**config.mk**
```make
export PLATFORM = sky130hd
export DESIGN_NAME = stage2_walker
export DESIGN_NICKNAME = d
export VERILOG_FILES = /design/src/rtl/s2w_pkg.sv /design/src/rtl/s2w_start_sel.sv /design/src/rtl/s2w_level_idx.sv /design/src/rtl/s2w_desc_eval.sv /design/src/rtl/stage2_walker.sv
export SDC_FILE = /design/constraint.sdc
export NUM_CORES = 1
export LEC_CHECK = 0
export ABC_AREA = 1
export CORE_MARGIN = 2
export CORE_UTILIZATION = 25
export CTS_BUF_LIST = sky130_fd_sc_hd__clkbuf_4 sky130_fd_sc_hd__clkbuf_8
export DETAILED_ROUTE_END_ITERATION = 8
export HOLD_SLACK_MARGIN = 0.15
export PLACE_DENSITY = 0.56
export SYNTH_ARGS = -nofsm -noshare
export SYNTH_HDL_FRONTEND = slang
export SYNTH_SLANG_ARGS = --single-unit
```
**constraint.sdc**
```tcl
create_clock -name clk -period 4.6 [get_ports clk]
set_input_delay 0.69 -clock clk [delete_from_list [all_inputs] [get_ports clk]]
set_output_delay 0.69 -clock clk [all_outputs]
set_load 0.02 [all_outputs]
```
**src/rtl/s2w_pkg.sv**
```systemverilog
package s2w_pkg;

    localparam int GRAIN_LG  = 12;
    localparam int STRIDE    = 9;
    localparam int DESC_LG   = 3;

    typedef enum logic [2:0] {
        FLT_NONE       = 3'd0,
        FLT_XLATE      = 3'd1,
        FLT_ADDR_SIZE  = 3'd2,
        FLT_ACCESS     = 3'd3,
        FLT_PERM       = 3'd4,
        FLT_WALK_ABORT = 3'd5
    } fault_e;

    typedef enum logic [2:0] {
        ST_IDLE,
        ST_RANGE,
        ST_ISSUE,
        ST_WAIT,
        ST_FINISH
    } walk_state_e;

    typedef enum logic [1:0] {
        DK_TABLE,
        DK_LEAF,
        DK_BAD
    } desc_kind_e;

    // Bit position of the lowest address bit translated at a level.
    function automatic logic [5:0] level_shift(input logic [1:0] lvl);
        return 6'(GRAIN_LG + STRIDE * (3 - int'(lvl)));
    endfunction

endpackage

```
**src/rtl/s2w_start_sel.sv**
```systemverilog
module s2w_start_sel
    import s2w_pkg::*;
#(
    parameter int CONCAT_W = 4
) (
    input  logic [1:0]          sl0,
    input  logic [63:0]         ipa,
    output logic [1:0]          start_level,
    output logic                sl0_bad,
    output logic [CONCAT_W-1:0] concat_idx
);
    localparam int IDX_SPAN = STRIDE;

    logic [5:0]  top_shift;
    logic [63:0] above;

    always_comb begin
        sl0_bad     = 1'b0;
        start_level = 2'd0;
        unique case (sl0)
            2'd0:    start_level = 2'd2;
            2'd1:    start_level = 2'd1;
            2'd2:    start_level = 2'd0;
            default: sl0_bad     = 1'b1;
        endcase
    end

    assign top_shift  = level_shift(start_level);
    assign above      = ipa >> (7'(top_shift) + 7'(IDX_SPAN));
    assign concat_idx = above[CONCAT_W-1:0];

endmodule

```
**src/rtl/s2w_level_idx.sv**
```systemverilog
module s2w_level_idx
    import s2w_pkg::*;
(
    input  logic [1:0]         level,
    input  logic [63:0]        ipa,
    output logic [5:0]         shift,
    output logic [STRIDE-1:0]  index,
    output logic [63:0]        mask
);
    logic [63:0] shifted;

    assign shift   = level_shift(level);
    assign shifted = ipa >> shift;
    assign index   = shifted[STRIDE-1:0];
    assign mask    = (64'd1 << shift) - 64'd1;

endmodule

```
**src/rtl/s2w_desc_eval.sv**
```systemverilog
module s2w_desc_eval
    import s2w_pkg::*;
#(
    parameter int PA_W = 48
) (
    input  logic [63:0]     desc,
    input  logic [1:0]      level,
    input  logic [5:0]      shift,
    input  logic            wr,
    input  logic            affd,
    input  logic [5:0]      eff_ps,
    output desc_kind_e      kind,
    output fault_e          leaf_fault,
    output logic [PA_W-1:0] leaf_addr,
    output logic [PA_W-1:0] next_base,
    output logic [1:0]      perm
);
    localparam int AF_BIT = 10;
    localparam int RD_BIT = 6;
    localparam int WR_BIT = 7;

    logic [PA_W-1:0] blk_mask;
    logic            allowed;

    assign blk_mask  = (PA_W'(1) << shift) - PA_W'(1);
    assign leaf_addr = desc[PA_W-1:0] & ~blk_mask;
    assign next_base = {desc[PA_W-1:GRAIN_LG], {GRAIN_LG{1'b0}}};
    assign perm      = {desc[WR_BIT], desc[RD_BIT]};
    assign allowed   = wr ? desc[WR_BIT] : desc[RD_BIT];

    always_comb begin
        if (!desc[0])
            kind = DK_BAD;
        else if (level == 2'd3)
            kind = desc[1] ? DK_LEAF : DK_BAD;
        else if (desc[1])
            kind = DK_TABLE;
        else if (level == 2'd0)
            kind = DK_BAD;
        else
            kind = DK_LEAF;
    end

    // Leaf checks in priority order: access flag, permission, output size.
    always_comb begin
        if (!desc[AF_BIT] && !affd)
            leaf_fault = FLT_ACCESS;
        else if (!allowed)
            leaf_fault = FLT_PERM;
        else if ((leaf_addr >> eff_ps) != '0)
            leaf_fault = FLT_ADDR_SIZE;
        else
            leaf_fault = FLT_NONE;
    end

endmodule

```
**src/rtl/stage2_walker.sv**
```systemverilog
module stage2_walker
    import s2w_pkg::*;
#(
    parameter int PA_W     = 48,
    parameter int CONCAT_W = 4
) (
    input  logic            clk,
    input  logic            rst_n,
    input  logic            start,
    input  logic            access_wr,
    input  logic [63:0]     ipa,
    input  logic [63:0]     cfg_vttb,
    input  logic [5:0]      cfg_tsz,
    input  logic [1:0]      cfg_sl0,
    input  logic            cfg_affd,
    input  logic [5:0]      cfg_eff_ps,
    input  logic            cfg_s1_bypass,
    input  logic [5:0]      cfg_oas,
    output logic            mem_req_valid,
    output logic [PA_W-1:0] mem_req_addr,
    input  logic            mem_rsp_valid,
    input  logic            mem_rsp_err,
    input  logic [63:0]     mem_rsp_data,
    output logic            busy,
    output logic            done,
    output logic [2:0]      fault,
    output logic [PA_W-1:0] out_addr,
    output logic [63:0]     out_ipa_base,
    output logic [63:0]     out_mask,
    output logic [1:0]      out_perm,
    output logic [1:0]      out_level
);
    localparam int TBL_LG = GRAIN_LG;

    walk_state_e state_q, state_d;

    // Latched request
    logic [63:0]     ipa_q;
    logic            wr_q;
    logic [PA_W-1:0] vttb_q;
    logic [5:0]      tsz_q;
    logic [1:0]      sl0_q;
    logic            affd_q;
    logic [5:0]      effps_q;
    logic            byp_q;
    logic [5:0]      oas_q;

    // Walk state
    logic [1:0]      level_q;
    logic [PA_W-1:0] base_q;

    // Results
    fault_e          res_fault;
    logic [PA_W-1:0] res_addr;
    logic [63:0]     res_base;
    logic [63:0]     res_mask;
    logic [1:0]      res_perm;
    logic [1:0]      res_level;

    // Sub-block wires
    logic [1:0]          start_level;
    logic                sl0_bad;
    logic [CONCAT_W-1:0] concat_idx;
    logic [5:0]          cur_shift;
    logic [STRIDE-1:0]   cur_index;
    logic [63:0]         cur_mask;
    desc_kind_e          dkind;
    fault_e              leaf_fault;
    logic [PA_W-1:0]     leaf_addr;
    logic [PA_W-1:0]     next_base;
    logic [1:0]          leaf_perm;

    logic [6:0] in_size;
    logic       oas_hit;
    logic       tsz_hit;
    logic       early_fault;

    s2w_start_sel #(.CONCAT_W(CONCAT_W)) u_start (
        .sl0         (sl0_q),
        .ipa         (ipa_q),
        .start_level (start_level),
        .sl0_bad     (sl0_bad),
        .concat_idx  (concat_idx)
    );

    s2w_level_idx u_lvl (
        .level (level_q),
        .ipa   (ipa_q),
        .shift (cur_shift),
        .index (cur_index),
        .mask  (cur_mask)
    );

    s2w_desc_eval #(.PA_W(PA_W)) u_desc (
        .desc       (mem_rsp_data),
        .level      (level_q),
        .shift      (cur_shift),
        .wr         (wr_q),
        .affd       (affd_q),
        .eff_ps     (effps_q),
        .kind       (dkind),
        .leaf_fault (leaf_fault),
        .leaf_addr  (leaf_addr),
        .next_base  (next_base),
        .perm       (leaf_perm)
    );

    // Checks that need no memory read
    assign in_size     = 7'd64 - 7'(tsz_q);
    assign oas_hit     = byp_q && ((ipa_q >> oas_q) != 64'd0);
    assign tsz_hit     = (ipa_q >> in_size) != 64'd0;
    assign early_fault = oas_hit || tsz_hit || sl0_bad;

    // State register
    always_ff @(posedge clk) begin
        if (!rst_n)
            state_q <= ST_IDLE;
        else
            state_q <= state_d;
    end

    // Next-state logic
    always_comb begin
        state_d = state_q;
        unique case (state_q)
            ST_IDLE:   if (start) state_d = ST_RANGE;
            ST_RANGE:  state_d = early_fault ? ST_FINISH : ST_ISSUE;
            ST_ISSUE:  state_d = ST_WAIT;
            ST_WAIT: begin
                if (mem_rsp_valid)
                    state_d = (mem_rsp_err || dkind != DK_TABLE) ? ST_FINISH : ST_ISSUE;
            end
            ST_FINISH: state_d = ST_IDLE;
            default:   state_d = ST_IDLE;
        endcase
    end

    // Request latch, walk datapath and result registers
    always_ff @(posedge clk) begin
        if (!rst_n) begin
            ipa_q     <= '0;
            wr_q      <= 1'b0;
            vttb_q    <= '0;
            tsz_q     <= '0;
            sl0_q     <= '0;
            affd_q    <= 1'b0;
            effps_q   <= '0;
            byp_q     <= 1'b0;
            oas_q     <= '0;
            level_q   <= '0;
            base_q    <= '0;
            res_fault <= FLT_NONE;
            res_addr  <= '0;
            res_base  <= '0;
            res_mask  <= '0;
            res_perm  <= '0;
            res_level <= '0;
        end else begin
            unique case (state_q)
                ST_IDLE: begin
                    if (start) begin
                        ipa_q   <= ipa;
                        wr_q    <= access_wr;
                        vttb_q  <= cfg_vttb[PA_W-1:0];
                        tsz_q   <= cfg_tsz;
                        sl0_q   <= cfg_sl0;
                        affd_q  <= cfg_affd;
                        effps_q <= cfg_eff_ps;
                        byp_q   <= cfg_s1_bypass;
                        oas_q   <= cfg_oas;
                    end
                end
                ST_RANGE: begin
                    if (early_fault) begin
                        res_fault <= oas_hit ? FLT_ADDR_SIZE : FLT_XLATE;
                        res_addr  <= '0;
                        res_base  <= '0;
                        res_mask  <= '0;
                        res_perm  <= '0;
                        res_level <= '0;
                    end else begin
                        level_q <= start_level;
                        base_q  <= {vttb_q[PA_W-1:TBL_LG], {TBL_LG{1'b0}}}
                                   + (PA_W'(concat_idx) << TBL_LG);
                    end
                end
                ST_WAIT: begin
                    if (mem_rsp_valid) begin
                        if (!mem_rsp_err && dkind == DK_TABLE) begin
                            base_q  <= next_base;
                            level_q <= level_q + 2'd1;
                        end else if (!mem_rsp_err && dkind == DK_LEAF
                                     && leaf_fault == FLT_NONE) begin
                            res_fault <= FLT_NONE;
                            res_addr  <= leaf_addr;
                            res_base  <= ipa_q & ~cur_mask;
                            res_mask  <= cur_mask;
                            res_perm  <= leaf_perm;
                            res_level <= level_q;
                        end else begin
                            if (mem_rsp_err)
                                res_fault <= FLT_WALK_ABORT;
                            else if (dkind == DK_BAD)
                                res_fault <= FLT_XLATE;
                            else
                                res_fault <= leaf_fault;
                            res_addr  <= '0;
                            res_base  <= '0;
                            res_mask  <= '0;
                            res_perm  <= '0;
                            res_level <= level_q;
                        end
                    end
                end
                default: ;
            endcase
        end
    end

    // Outputs
    always_comb begin
        busy          = (state_q != ST_IDLE);
        done          = (state_q == ST_FINISH);
        mem_req_valid = (state_q == ST_ISSUE);
        mem_req_addr  = base_q + (PA_W'(cur_index) << DESC_LG);
        fault         = res_fault;
        out_addr      = res_addr;
        out_ipa_base  = res_base;
        out_mask      = res_mask;
        out_perm      = res_perm;
        out_level     = res_level;
    end

endmodule

```
==> summary.md <==
| Metric | Value |
|---|---|
| Setup_tns | `0 ps` |
| Clk sink count | `313` |
| Total power | `between 0.01 and 0.015 W` |
| Final HPWL DP | `87700 um` |
| Wire per inst | `21.1 um` |
| Worst min path class | `register to register` |
| Slew margin rel. | `0.247` |
| First-pass GRT wire length | `162000 um` |
| R2r endpoint | `out_ipa_base[56]$_SDFFE_PN0P_` |
| Clock transition at path regs | `~60 ps` |
| Worst r2r src | `level_q[1]$_SDFFE_PN0P_` |
| Worst Reg2Reg Path Length in Cells | `32` |
| Core box area | `87200 um2` |
| Final setup fails | `0` |
| CP arrival | `between 3000 and 4000 ps` |
| Largest net degree at the start of global routing | `118` |
| Synthesized instance count | `3753` |
| Period utilisation layout | `0.934` |
| Starting density of the core | `0.253` |
| Hold depth | `2` |
| Endpoint class of the critical path | `primary output` |
| Final Slew Violations | `0` |
| Die Ht | `301 um` |
| Worst hold endpoint | `out_mask[39]$_SDFFE_PN0P_` |
| Post-synth EDFFs | `0` |
| Synth warnings | `0` |
| Startpoint Class | `register` |
| H-tree depth | `2` |
| CTS tree | `yes` |
| DRC | `0` |
| Die Width | `301 um` |
| Most frequent cells in the layout | `nand2_1, o21ai_0, clkdlybuf4s50_1` |
| CTS buffer count | `59` |
| Critical Path Fanout Max | `27` |
| Die footprint | `about 91000 um2` |
| Area delta synth->final | `30.7%` |
| Pre-antenna DRT Iters | `6` |
| Worst endpoint required time | `3910 ps` |
| RSZ-0062 raised after global routing | `yes` |
| Layout cell share with drive strength beyond 1 | `0.0765` |
| Clock skew | `71.4 ps` |
| Final hold vios | `0` |
| Status | `complete, no violations` |
| CP Class | `register to primary output` |
| Core Util, Final | `0.331` |
| PwrDens | `388 nW/um2` |
| Worst Min Path Start | `out_mask[39]$_SDFFE_PN0P_` |
| Antenna violations before repair | `14` |
| Port Buffer Count | `~400` |
| Hold Slack | `461 ps` |
| VDD IR max | `200 uV` |
| CTS root buf | `clkbuf_8` |
| Routed WL | `roughly 110000 um` |
| Nets | `4308` |
| Ports | `454` |
| Synth Register Bits | `313` |
| Initial DRC count | `2773` |
| GRT Overall Usage | `0.238` |
| Post-Syn Area per Cell | `5.88 um2` |
| Via count normalized by instance count | `between 5 and 6` |
| Vias in the first global route | `24400` |
| Netlist cell types | `62` |
| Min Tclk post-route | `roughly 4300 ps` |
| Routed vias | `26500` |
| # hold bufs at CTS | `0` |
| DRT antenna net count | `0` |
| GRT Residual Overflow | `0` |
| Fmax | `between 200 and 250 MHz` |
| Synth async-reset ratio | `0` |
| GP Congestion | `between 0.9 and 1` |
| Most common cell after layout, fill and taps aside | `nand2_1` |
| Pleak | `11.7 nW` |
| Rows | `108` |
| Post-Syn Area | `22100 um2` |
| Tightest Pin Transition | `1120 ps` |
| Reg2Reg Setup Slack | `around 370 ps` |
| Register area share after synthesis | `0.284` |
| Clk_lat worst skew | `700 ps` |
| Most used flip-flop cell after synthesis | `dfxtp_1` |
| Clock tree buffer depth | `3` |
| # Max-Cap Violations | `0` |
-- flip-flops by register name, summed over array words and instances, names as in the netlist --
register / cells
base_q: 36
oas_q: 6
affd_q: 1
level_q: 2
out_addr: 44
byp_q: 1
ipa_q: 64
state_q: 3
effps_q: 6
tsz_q: 6
out_perm: 2
out_level: 2
wr_q: 1
out_ipa_base: 60
out_mask: 38
vttb_q: 36
fault: 3
sl0_q: 2
-- routing by layer --
| layer | GRT usage | vias to the layer above | wire length [um] |
|---|---|---|---|
| li1 | - | 13000 | - |
| met1 | 0.311 | 12200 | 48000 |
| met2 | 0.386 | 1029 | 50700 |
| met3 | 0.0567 | 186 | 9220 |
| met4 | 0.0707 | 18 | 3490 |
| met5 | 0 | - | 113 |
-- critical path, stage by stage (launching register included) --
cell and delay (ps):
dfxtp_1 310, buf_4 150, buf_4 230, nand2_1 90, buf_4 320, nand2_1 80
o21ai_0 90, o221ai_1 220, a22oi_1 280, or3b_2 530, clkdlybuf4s50_1 590
-- how the worst max path moves through the flow --
stage / start / to / slack [ps]
floorplan: level_q[1]$_SDFFE_PN0P_ / out_addr[14]$_SDFFE_PN0P_ / 130
global placement: level_q[1]$_SDFFE_PN0P_ / out_ipa_base[59]$_SDFFE_PN0P_ / 200
detailed placement: level_q[0]$_SDFFE_PN0P_ / out_ipa_base[59]$_SDFFE_PN0P_ / 180
CTS: level_q[0]$_SDFFE_PN0P_ / out_mask[57]$_SDFFE_PN0P_ / 100
global route: sl0_q[0]$_SDFFE_PN0P_ / base_q[43]$_SDFFE_PN0P_ / -30
finish: level_q[1]$_SDFFE_PN0P_ / mem_req_addr[7] / 300
-- metrics by stage --
step | cells | instance area [um2] | worst slack [ps]
floorplan | 3763 | 22100 | 130
global placement | 5156 | 27300 | 199
detailed placement | 5156 | 27300 | 178
CTS | 5261 | 28600 | 98.6
global route | 5270 | 28800 | -30.7
finish | 5275 | 28800 | 304
-- cell usage after synthesis, types with 3 or more instances --
library cell | instances | area [um2]
a21boi_0 | 3 | 22.5
dfxtp_1 | 313 | 6270
buf_6 | 12 | 135
buf_1 | 22 | 82.6
ha_1 | 16 | 200
mux2i_1 | 16 | 160
nor4_1 | 6 | 37.5
a31oi_1 | 3 | 18.8
nand4_1 | 47 | 294
clkinv_1 | 6 | 22.5
xor2_1 | 21 | 184
inv_1 | 222 | 833
a21oi_1 | 347 | 1740
buf_4 | 48 | 360
nor2_1 | 241 | 905
o21a_1 | 10 | 75.1
o21ai_1 | 20 | 100
nor3_1 | 20 | 100
o221ai_1 | 22 | 193
or2_2 | 11 | 68.8
nand2_1 | 1241 | 4660
nand3_2 | 4 | 40.0
nand3_1 | 341 | 1710
nor2_2 | 3 | 18.8
clkbuf_1 | 149 | 559
nand3b_1 | 6 | 45.0
a22oi_1 | 5 | 37.5
buf_2 | 55 | 275
o31ai_1 | 4 | 30.0
o211ai_1 | 11 | 82.6
a211oi_1 | 5 | 37.5
nor2_4 | 4 | 45.0
o22ai_1 | 11 | 68.8
and2_1 | 7 | 43.8
o21ai_0 | 457 | 2290
inv_2 | 10 | 37.5
-- cells by family after synthesis --
family	after synthesis	synth area share
AND/OR/NAND/NOR	1946	0.367
XOR/XNOR	23	0.00913
AO/OA/AOI/OAI	910	0.217
adder cells (fa/ha/maj)	17	0.00998
flip-flops	313	0.284
buffers and inverters	526	0.105
other	2	0.000341
multiplexers	16	0.00726
-- final cells by class --
class | instances | area (um2)
timing repair buffer | 535 | 5190
clock inverter | 19 | 275
multi-input combinational | 2924 | 13600
inverter | 238 | 896
fill | 9859 | 58300
clock buffer | 86 | 1100
sequential | 313 | 6270
antenna | 5 | 12.5
tap | 1155 | 1450
-- what timing repair did --
action / in CTS / in global routing
endpoints found under the setup margin: 0 / 137
gates resized for setup: 0 / 26
setup buffers: 0 / 8
-- report_power, final --
group          switching (W)  internal, W
combinational        0.00322      0.00155
sequential          0.000263      0.00291
clock                0.00137      0.00187
No activity file was read; power rests on OpenSTA's default activity.
